===== src/rtl/pwm_bank_pkg.sv =====
`timescale 1ns/1ps
package pwm_bank_pkg;
   localparam int WORD_W   = 32;
   localparam int FIELD_W  = 16;  // widest divider a register field can hold
   localparam int HI_LSB   = 16;  // high count position in the timing word
   localparam int UPD_BIT  = 30;  // commit flag in the control word
   localparam int EN_BIT   = 31;  // enable flag in the control word
   localparam int CH_STRIDE_LOG2 = 3; // eight bytes per channel
endpackage


===== src/rtl/pwm_bank_regs.sv =====
`timescale 1ns/1ps
module pwm_bank_regs
   import pwm_bank_pkg::*;
#(
   parameter int NUM_CH = 4,
   parameter int CNT_W  = 16,
   parameter int WA_W   = 3
) (
   input  logic                          clk,
   input  logic                          rst_n,
   input  logic [WA_W-1:0]               word_addr,
   input  logic                          we,
   input  logic [WORD_W-1:0]             wdata,
   output logic [WORD_W-1:0]             rdata,
   output logic [NUM_CH-1:0][CNT_W-1:0]  stg_hi,
   output logic [NUM_CH-1:0][CNT_W-1:0]  stg_per,
   output logic [NUM_CH-1:0][CNT_W-1:0]  stg_pre,
   output logic [NUM_CH-1:0]             en_q,
   output logic [NUM_CH-1:0]             upd_q,
   input  logic [NUM_CH-1:0]             ack
);
   localparam int CH_W = WA_W - 1;

   logic            word_sel;
   logic [CH_W-1:0] ch_idx;

   assign word_sel = word_addr[0];
   assign ch_idx   = word_addr[WA_W-1:1];

   for (genvar c = 0; c < NUM_CH; c++) begin : g_ch
      logic sel_tim, sel_ctl;
      assign sel_tim = we && (ch_idx == CH_W'(c)) && !word_sel;
      assign sel_ctl = we && (ch_idx == CH_W'(c)) &&  word_sel;

      always_ff @(posedge clk or negedge rst_n) begin
         if (!rst_n) begin
            stg_hi[c]  <= '0;
            stg_per[c] <= '0;
            stg_pre[c] <= '0;
            upd_q[c]   <= 1'b0;
            en_q[c]    <= 1'b0;
         end else begin
            if (sel_tim) begin
               stg_hi[c]  <= wdata[HI_LSB +: CNT_W];
               stg_per[c] <= wdata[0 +: CNT_W];
            end
            if (sel_ctl) begin
               stg_pre[c] <= wdata[0 +: CNT_W];
               upd_q[c]   <= wdata[UPD_BIT];
               en_q[c]    <= wdata[EN_BIT];
            end else if (ack[c]) begin
               upd_q[c]   <= 1'b0;
            end
         end
      end
   end

   always_comb begin
      rdata = '0;
      for (int c = 0; c < NUM_CH; c++) begin
         if (ch_idx == CH_W'(c)) begin
            if (!word_sel) begin
               rdata[HI_LSB +: CNT_W] = stg_hi[c];
               rdata[0 +: CNT_W]      = stg_per[c];
            end else begin
               rdata[0 +: CNT_W]      = stg_pre[c];
               rdata[UPD_BIT]         = upd_q[c];
               rdata[EN_BIT]          = en_q[c];
            end
         end
      end
   end
endmodule


===== src/rtl/pwm_bank_chan.sv =====
`timescale 1ns/1ps
module pwm_bank_chan #(
   parameter int CNT_W = 16
) (
   input  logic             clk,
   input  logic             rst_n,
   input  logic             en_i,
   input  logic             upd_i,
   input  logic [CNT_W-1:0] stg_pre,
   input  logic [CNT_W-1:0] stg_per,
   input  logic [CNT_W-1:0] stg_hi,
   output logic             ack_o,
   output logic             pwm_o
);
   logic             run_q;
   logic [CNT_W-1:0] pre_cnt, per_cnt;
   logic [CNT_W-1:0] act_pre, act_per, act_hi;
   logic             tick, wrap;

   assign tick  = (pre_cnt == act_pre);
   assign wrap  = tick && (per_cnt == act_per);
   // commit lands at a period boundary, or at once while idle
   assign ack_o = upd_i && (!run_q || wrap);
   assign pwm_o = en_i && run_q && (per_cnt < act_hi);

   always_ff @(posedge clk or negedge rst_n) begin
      if (!rst_n) begin
         run_q   <= 1'b0;
         pre_cnt <= '0;
         per_cnt <= '0;
         act_pre <= '0;
         act_per <= '0;
         act_hi  <= '0;
      end else begin
         run_q <= en_i;
         if (ack_o) begin
            act_pre <= stg_pre;
            act_per <= stg_per;
            act_hi  <= stg_hi;
         end
         if (!run_q || !en_i) begin
            pre_cnt <= '0;
            per_cnt <= '0;
         end else if (tick) begin
            pre_cnt <= '0;
            per_cnt <= wrap ? '0 : per_cnt + 1'b1;
         end else begin
            pre_cnt <= pre_cnt + 1'b1;
         end
      end
   end
endmodule


===== src/rtl/pwm_bank.sv =====
`timescale 1ns/1ps
module pwm_bank
   import pwm_bank_pkg::*;
#(
   parameter int NUM_CH = 4,
   parameter int DIV_W  = 16,
   localparam int CH_W   = (NUM_CH > 1) ? $clog2(NUM_CH) : 1,
   localparam int ADDR_W = CH_W + CH_STRIDE_LOG2
) (
   input  logic              clk,
   input  logic              rst_n,
   input  logic [ADDR_W-1:0] bus_addr,
   input  logic              bus_we,
   input  logic [WORD_W-1:0] bus_wdata,
   output logic [WORD_W-1:0] bus_rdata,
   output logic [NUM_CH-1:0] pwm_out
);
   if (NUM_CH < 1) begin : g_bad_ch
      $error("pwm_bank: NUM_CH must be at least 1");
   end
   if (DIV_W < 1 || DIV_W > FIELD_W) begin : g_bad_w
      $error("pwm_bank: DIV_W must lie in 1..16");
   end

   localparam int WA_W = ADDR_W - 2;

   logic [NUM_CH-1:0][DIV_W-1:0] cfg_hi, cfg_per, cfg_pre;
   logic [NUM_CH-1:0]            en_bits, upd_bits, ack_bits;

   pwm_bank_regs #(
      .NUM_CH (NUM_CH),
      .CNT_W  (DIV_W),
      .WA_W   (WA_W)
   ) u_regs (
      .clk       (clk),
      .rst_n     (rst_n),
      .word_addr (bus_addr[ADDR_W-1:2]),
      .we        (bus_we),
      .wdata     (bus_wdata),
      .rdata     (bus_rdata),
      .stg_hi    (cfg_hi),
      .stg_per   (cfg_per),
      .stg_pre   (cfg_pre),
      .en_q      (en_bits),
      .upd_q     (upd_bits),
      .ack       (ack_bits)
   );

   for (genvar c = 0; c < NUM_CH; c++) begin : g_chan
      pwm_bank_chan #(
         .CNT_W (DIV_W)
      ) u_chan (
         .clk     (clk),
         .rst_n   (rst_n),
         .en_i    (en_bits[c]),
         .upd_i   (upd_bits[c]),
         .stg_pre (cfg_pre[c]),
         .stg_per (cfg_per[c]),
         .stg_hi  (cfg_hi[c]),
         .ack_o   (ack_bits[c]),
         .pwm_o   (pwm_out[c])
      );
   end
endmodule


===== config.mk =====
export PLATFORM = sky130hd
export DESIGN_NAME = pwm_bank
export DESIGN_NICKNAME = d
export VERILOG_FILES = /design/src/rtl/pwm_bank_pkg.sv /design/src/rtl/pwm_bank_regs.sv /design/src/rtl/pwm_bank_chan.sv /design/src/rtl/pwm_bank.sv
export SDC_FILE = /design/constraint.sdc
export NUM_CORES = 1
export LEC_CHECK = 0
export CAP_MARGIN = 20
export CELL_PAD_IN_SITES_DETAIL_PLACEMENT = 1
export CELL_PAD_IN_SITES_GLOBAL_PLACEMENT = 1
export CORE_ASPECT_RATIO = 1.75
export CORE_MARGIN = 1.5
export CORE_UTILIZATION = 50
export DETAILED_ROUTE_END_ITERATION = 8
export DONT_BUFFER_PORTS = 1
export GPL_TIMING_DRIVEN = 1
export PLACE_DENSITY_LB_ADDON = 0.12
export SYNTH_ARGS = -nofsm -noshare
export SYNTH_HDL_FRONTEND = slang
export SYNTH_HIERARCHICAL = 1
export SYNTH_SLANG_ARGS = --single-unit
export TNS_END_PERCENT = 1

===== constraint.sdc =====
create_clock -name clk -period 2.5 [get_ports clk]
set_input_delay 0 -clock clk [delete_from_list [all_inputs] [get_ports clk]]
set_output_delay 0 -clock clk [all_outputs]
set_load 0.005 [all_outputs]

==> flow_summary_export.csv, run 1 <==
group,metric,value,unit
logic_synthesis,yosys.area.top_type,"dfrtp_1",
grt,grt_overflow,0,
drt,drt_wl_total,72840,um
logic_synthesis,synth_top_family_by_area,"multiplexers",
drt,wl_met3,2182,um
critical_path,cp.arrival,2.42,ns
logic_synthesis,synth_cells,1986,
outcome,violations,"negative hold slack, max-slew violations",
floorplanning,core,0.05134,mm^2
clocking,worstSkewPairLatency,0.60,ns
timing,worst_slew_pin_slew,1.591,ns
clocking,clock-sinks,524,
drt,highest_layer,"met5",
timing,rsz0062_at_grt,"yes",
finish,fillers,5034,
floorplanning,io-pin-count,76,
finish,antenna_cells,0,
finish,final_nets,2198,
drt,via_count,16420,
timing,period_needed,2.417,ns
power,power,27.74,mW
finish,seq_area,0.01311,mm^2
critical_path,critPathMaxStageDelay,0.40,ns
drt,dr.pass1.iters,5,
clocking,holdBufCountCts,40,
logic_synthesis,synth_fp_nets,2094,
critical_path,cp_slowest_cell,"dfrtp_1",
logic_synthesis,ys_seq_area_share,50.54,%
logic_synthesis,synth.distinct_cells,49,
critical_path,crit_top_cell,"a21o_1",
critical_path,cp-end-kind,"output port",
clocking,cts_setup_buffers,0,
logic_synthesis,ys_ff_latch,524,
power,ir_drop,0.8194,mV
timing,fin_skew,0.01966,ns
drt,drt_iter0_markers,877,
timing,slew_viol_final,75,
grt,grt_pass1_vias,18220,
drt,avgViaCountPerCell,5.859,
logic_synthesis,synth_top_area_share,50.54,%
clocking,ctsHtreeMaxLevel,2,
power,leakagePower,12.47,nW
timing,fin_crit_sh,96.69,%
drt,drc,0,
place,gp_congestion,0.8744,
grt,grt_start_max_net_pins,525,
timing,setup_ws,0.08281,ns
power,power_density,949.5,mW/mm^2
floorplanning,die_area,0.05332,mm^2
logic_synthesis,synth_compound_area_share,3.645,%
critical_path,worstSetupPathType,"flip-flop to output port",
critical_path,r2r-start,"g_chan[3].u_chan/pre_cnt[3]",
clocking,clk_pin_slew,0.06,ns
place,portBuffers,0,
outcome,status,"complete, but fails checks",
logic_synthesis,synthMuxAreaShare,23.23,%
logic_synthesis,async_flop_share,100.0,%
floorplanning,rows,110,
run,timing.max_cap.violations,0,
logic_synthesis,synth_area,0.02595,mm^2
finish,layout-drive-gt1-share,29.67,%
grt,track_usage,28.08,%
critical_path,path_buf_inv,1,
timing,final-hold-violation-count,524,
hold_path,hold_class,"primary input to asynchronous set/reset pin",
clocking,cts_buffers,49,
critical_path,crit_path_start_kind,"flip-flop",
timing,clock.fmax,413.7,MHz
clocking,clockRootBuffer,"clkbuf_16",
place,place_hpwl,52520,um
timing,hold_ws,-0.8891,ns
logic_synthesis,postSynthAreaPerCell,13.07,um^2
timing,slew_headroom,-6.054,%
drt,wire_per_inst,26.00,um
finish,multiInputGateArea,0.01207,mm^2
clocking,cts_tree,"yes",
logic_synthesis,synth_xor_xnor_area_share,7.291,%
floorplanning,dieHeight,304.4,um
floorplanning,start_util,50.54,%
drt,route.met2.wl,38380,um
floorplanning,fp.dieW,175.2,um
logic_synthesis,synthTopCellsByArea,"dfrtp_1 51%, mux2_2 16%, xnor2_1 5.4%, ha_1 3.3%, mux4_1 2.8%",
logic_synthesis,synthFlopType,"dfrtp_1",
logic_synthesis,synth-adder-area-share,3.279,%
critical_path,critical-path-top-delay-family,"compound AO/OA/AOI/OAI gates",
logic_synthesis,ys_warn_count,6,
timing,setup_tns,0,ns
timing,finalSetupViolations,0,
logic_synthesis,synth-simple-area-share,8.824,%
clocking,clock_path_buffers,3,
critical_path,crit_path_start,"g_chan[3].u_chan/per_cnt[1]",
grt,grt_first_pass_wirelength,112700,um
grt,antenna_found_initial,5,
drt,antenna_left,0,
logic_synthesis,synth-edff-count,0,
finish,syn2layout_area_growth,12.60,%
drt,wl_met1,29210,um
critical_path,path_max_fanout,6,
place,pre_cts_ws,0.03367,ns
critical_path,path_cells,"buf_4, ha_1, a21o_1, a21o_1, a211oi_1, o31ai_1, nand2_1",
critical_path,cp_data_required_time,2.50,ns
-- cell type report --
type / count / share of cell area (%)
multi-input cells: 1310 / 41.31
flip-flops and latches: 524 / 44.88
clock inverters: 30 / 1.452
clock buffers: 61 / 4.557
well taps: 672 / 2.878
inverters: 72 / 0.9250
repair buffers: 133 / 4.000
-- timing repair --
item	in CTS	in global routing
endpoints found under the setup margin	1	52
gates cloned	0	0
endpoints found under the hold margin	724	524
pin swaps	0	2
resized for setup	1	5
-- layer usage --
metal / up-vias / global-route usage, %
met3: 131 / 3.111
met2: 267 / 50.30
met5: - / 0
met1: 8692 / 34.30
li1: 7323 / -
met4: 4 / 11.19
-- final timing paths --
kind / endpoint / slack, ns / cells after the start
setup / recovery: pwm_out[3] / 0.08 / 7
hold / removal: g_chan[3].u_chan/pre_cnt[11] / -0.89 / 0
setup reg to reg: g_chan[3].u_chan/act_pre[12] / 0.12 / 7
hold reg to reg: g_chan[0].u_chan/run_q / 0.47 / 0
max in group asynchronous: g_chan[1].u_chan/act_hi[14] / 2.11 / 0
min in group clk: u_regs/stg_pre[51] / 0.03 / 3
-- state kept, by name (all words and copies together) (netlist names) --
| register | count |
|---|---|
| g_chan.u_chan/act_hi | 64 |
| g_chan.u_chan/act_per | 64 |
| g_chan.u_chan/act_pre | 64 |
| g_chan.u_chan/per_cnt | 64 |
| g_chan.u_chan/pre_cnt | 64 |
| g_chan.u_chan/run_q | 4 |
| u_regs/en_q | 4 |
| u_regs/stg_hi | 64 |
| u_regs/stg_per | 64 |
| u_regs/stg_pre | 64 |
| u_regs/upd_q | 4 |
-- synth_stat cells (12+ instances only) --
cell and count:
xnor2_1 160, nand3_1 40, buf_4 22, and3_1 12
buf_2 19, dfrtp_1 524, a21oi_1 20, a22o_1 12
o211ai_1 12, xor2_1 56, o2111ai_1 16, nand4_1 56
nand3b_1 12, mux4_1 28, nor2_1 152, mux2_2 364
mux4_2 22, mux2_1 14, inv_1 72, nor2b_1 22
buf_6 13, and4_1 16, ha_1 68, clkbuf_1 19
nor3_1 16, o31ai_1 12, o21ai_0 32, a21o_1 16
mux2_4 36, nand2_1 56
-- placed cells by master (no fill, tap or decap), drive strengths merged, types with 16 or more instances in the layout --
cell and instances:
mux4 50, a21o 16, buf 93, xnor2 160
a21oi 20, o2111ai 16, inv 76, dfrtp 524
dlygate4sd3 40, mux2 414, xor2 56, nor2b 22
clkbuf 61, nor4 16, o21ai 32, nand4 57
nor2 152, ha 68, nor3 16, and4 16
nand2 60, nand3 40
-- stage by stage --
stage / area (um^2) / cells / utilization (%) / hold slack, ns
final: 29220 / 2802 / 56.91 / -0.8891
after global routing: 29220 / 2802 / 56.91 / -0.9109
after CTS: 29200 / 2802 / 56.87 / -0.9121
after detailed placement: 27040 / 2671 / 52.66 / -0.2677
after global placement: 27040 / 2671 / 52.66 / -0.2681
after floorplan: 25950 / 1986 / - / -0.2956
-- worst register-to-register path, delay by kind of cell (launching register included) --
| family | cells | cell delay [ns] |
|---|---|---|
| xor gates and xnor gates | 1 | 0.20 |
| AOI/OAI and AO/OA | 1 | 0.23 |
| muxes | 1 | 0.39 |
| buffers and inverters | 1 | 0.23 |
| DFF | 1 | 0.45 |
| and+or+nand+nor | 3 | 0.78 |
-- logic make-up after synthesis --
| kind of cell | count (synthesis) |
|---|---|
| flip-flops | 524 |
| XOR/XNOR | 216 |
| AO/OA/AOI/OAI | 136 |
| adder cells (fa/ha/maj) | 68 |
| multiplexers | 464 |
| buffers and inverters | 152 |
| AND/OR/NAND/NOR | 426 |
-- power breakdown --
part | switching [mW] | internal, mW | total, mW
registers | 2.10 | 10.8 | 12.9
logic | 2.65 | 3.94 | 6.59
clock network | 3.50 | 4.76 | 8.25
total | 8.25 | 19.5 | 27.7
(Power assumes the default switching activity.)
==> inputs of run 2 (changes only) <==
CORE_MARGIN = not set   (was 1.5)
==> run 2 against run 1 <==
  * The run still ends with negative hold slack, max-slew violations left
  * Critical path depth increased by 1
  * Via count increased by 1.3%
  * Setup slack improved by 0.0024 ns
  * Sequential cell count unchanged
  * Worst hold slack improved by 0.014 ns
  * Final area increased by 0.62%
  * Cell count increased by 0.21%
  * Clock power increased by 5.7%
  * Clock skew increased by 0.00063 ns
  * Sequential power about the same
  * Largest cell class unchanged
  * Highest routed layer is now met4
==> flow_summary_export.csv, run 2 (synthesis gave the netlist of run 1 again) <==
group,metric,value,unit
outcome,status,"complete, but fails checks",
outcome,violations,"negative hold slack, max-slew violations",
drt,drc,0,
floorplanning,start_util,50.54,%
power,ir_drop,0.5332,mV
floorplanning,rows,110,
drt,antenna_left,0,
finish,final_cell_area,0.02940,mm^2
run,timing.max_cap.violations,0,
hold_path,hold_class,"primary input to asynchronous set/reset pin",
grt,grt_pass1_vias,18200,
grt,grt_overflow,0,
grt,antenna_found_initial,4,
floorplanning,core,0.05134,mm^2
finish,final_cell_mix,"523 x dfrtp_1, 364 x mux2_2, 155 x xnor2_1",
power,leakagePower,12.58,nW
place,pre_cts_ws,0.04344,ns
critical_path,crit_path_start_kind,"flip-flop",
clocking,holdBufCountCts,38,
critical_path,cp-end-kind,"output port",
critical_path,path_max_fanout,4,
drt,drt_wl_total,73590,um
drt,via_count,16630,
drt,drt_iter0_markers,910,
timing,setup_tns,0,ns
timing,slew_viol_final,102,
clocking,cts_tree,"yes",
clocking,worstSkewPairLatency,0.59,ns
critical_path,cp_data_required_time,2.50,ns
clocking,clockRootBuffer,"clkbuf_16",
timing,finalSetupViolations,0,
timing,worst_slew_pin_slew,1.522,ns
critical_path,cp.arrival,2.41,ns
clocking,clk_pin_slew,0.07,ns
finish,layout-drive-gt1-share,30.16,%
place,placed_cell_area,0.02708,mm^2
power,power_density,961.2,mW/mm^2
finish,layout_commonest_cell,"dfrtp_1",
grt,grt_first_pass_wirelength,113500,um
clocking,cts_buffers,51,
floorplanning,die_area,0.05285,mm^2
timing,rsz0062_at_grt,"yes",
drt,dr.pass1.iters,5,
drt,avgViaCountPerCell,5.921,
grt,grt_start_max_net_pins,525,
timing,final-hold-violation-count,524,
grt,track_usage,28.64,%
place,gp_congestion,0.8771,
critical_path,worstSetupPathType,"flip-flop to output port",
drt,wire_per_inst,26.21,um
timing,slew_headroom,-1.474,%
floorplanning,fp.dieW,174.2,um
finish,final_nets,2206,
floorplanning,io-pin-count,76,
clocking,clock_path_buffers,3,
power,power,28.26,mW
place,portBuffers,0,
timing,setup_ws,0.08524,ns
timing,fin_crit_sh,96.59,%
timing,clock.fmax,414.1,MHz
floorplanning,dieHeight,303.4,um
timing,hold_ws,-0.8756,ns
place,place_hpwl,52800,um
timing,period_needed,2.415,ns
timing,fin_skew,0.02029,ns
clocking,clock-sinks,524,
clocking,ctsHtreeMaxLevel,2,
finish,syn2layout_area_growth,13.30,%
==> run 2: repair_timing <==
item / CTS / global route
endpoints found under the setup margin: 0 / 130
resized for setup: 0 / 11
setup buffers: 0 / 0
hold endpoints to repair: 724 / 524
==> run 2: per-stage QoR <==
step,cells,util (%)
6_report,2808,57.27
5_1_grt,2807,57.26
4_1_cts,2807,57.14
3_5_place_dp,2679,52.76
3_3_place_gp,2679,52.76
2_1_floorplan,1986,-
==> run 2: report_power, final <==
group | total [mW] | leakage, nW | internal [mW] | switching [mW]
logic | 6.66 | 5.09 | 3.97 | 2.69
clock network | 8.72 | 0.912 | 5.27 | 3.45
registers | 12.9 | 6.58 | 10.8 | 2.09
total | 28.3 | 12.6 | 20.0 | 8.22
==> run 2: layout make-up <==
class / count / area [um^2]
well taps: 672 / 840.8
clock buffers: 64 / 1428
inverters: 72 / 270.3
fillers: 5057 / 21940
repair buffers: 139 / 1200
clock inverters: 26 / 444.2
diodes: 1 / 2.502
multi-input cells: 1310 / 12100
flip-flops and latches: 524 / 13110
==> run 2: worst paths after layout <==
kind | startpoint | end | slack [ns] | cells past startpoint
max in group asynchronous | rst_n | g_chan[0].u_chan/act_hi[8] | 2.16 | 0
min in group clk | bus_addr[2] | u_regs/stg_per[6] | 0.06 | 3
hold reg to reg | u_regs/en_q[0] | g_chan[0].u_chan/run_q | 0.46 | 0
setup / recovery | g_chan[3].u_chan/per_cnt[14] | pwm_out[3] | 0.09 | 8
setup reg to reg | g_chan[3].u_chan/pre_cnt[11] | g_chan[3].u_chan/act_pre[9] | 0.10 | 7
hold / removal | rst_n | g_chan[3].u_chan/pre_cnt[12] | -0.88 | 0
==> run 2: per-layer routing <==
metal	wire length (um)	GRT usage, %	part of all wire [%]
met1	29570	35.24	40
met3	1929	2.849	2.6
met5	0	0	0
met2	38430	50.65	52
met4	3666	13.39	5.0
==> run 2: worst max-delay path, cell delays in order, from the launching register on <==
cell and delay [ns]:
dfrtp_1 0.43, buf_4 0.17, ha_1 0.30, a21o_1 0.19, a211oi_1 0.36, nand2_1 0.09
nor2_1 0.10, o31ai_1 0.07, nand2_1 0.12
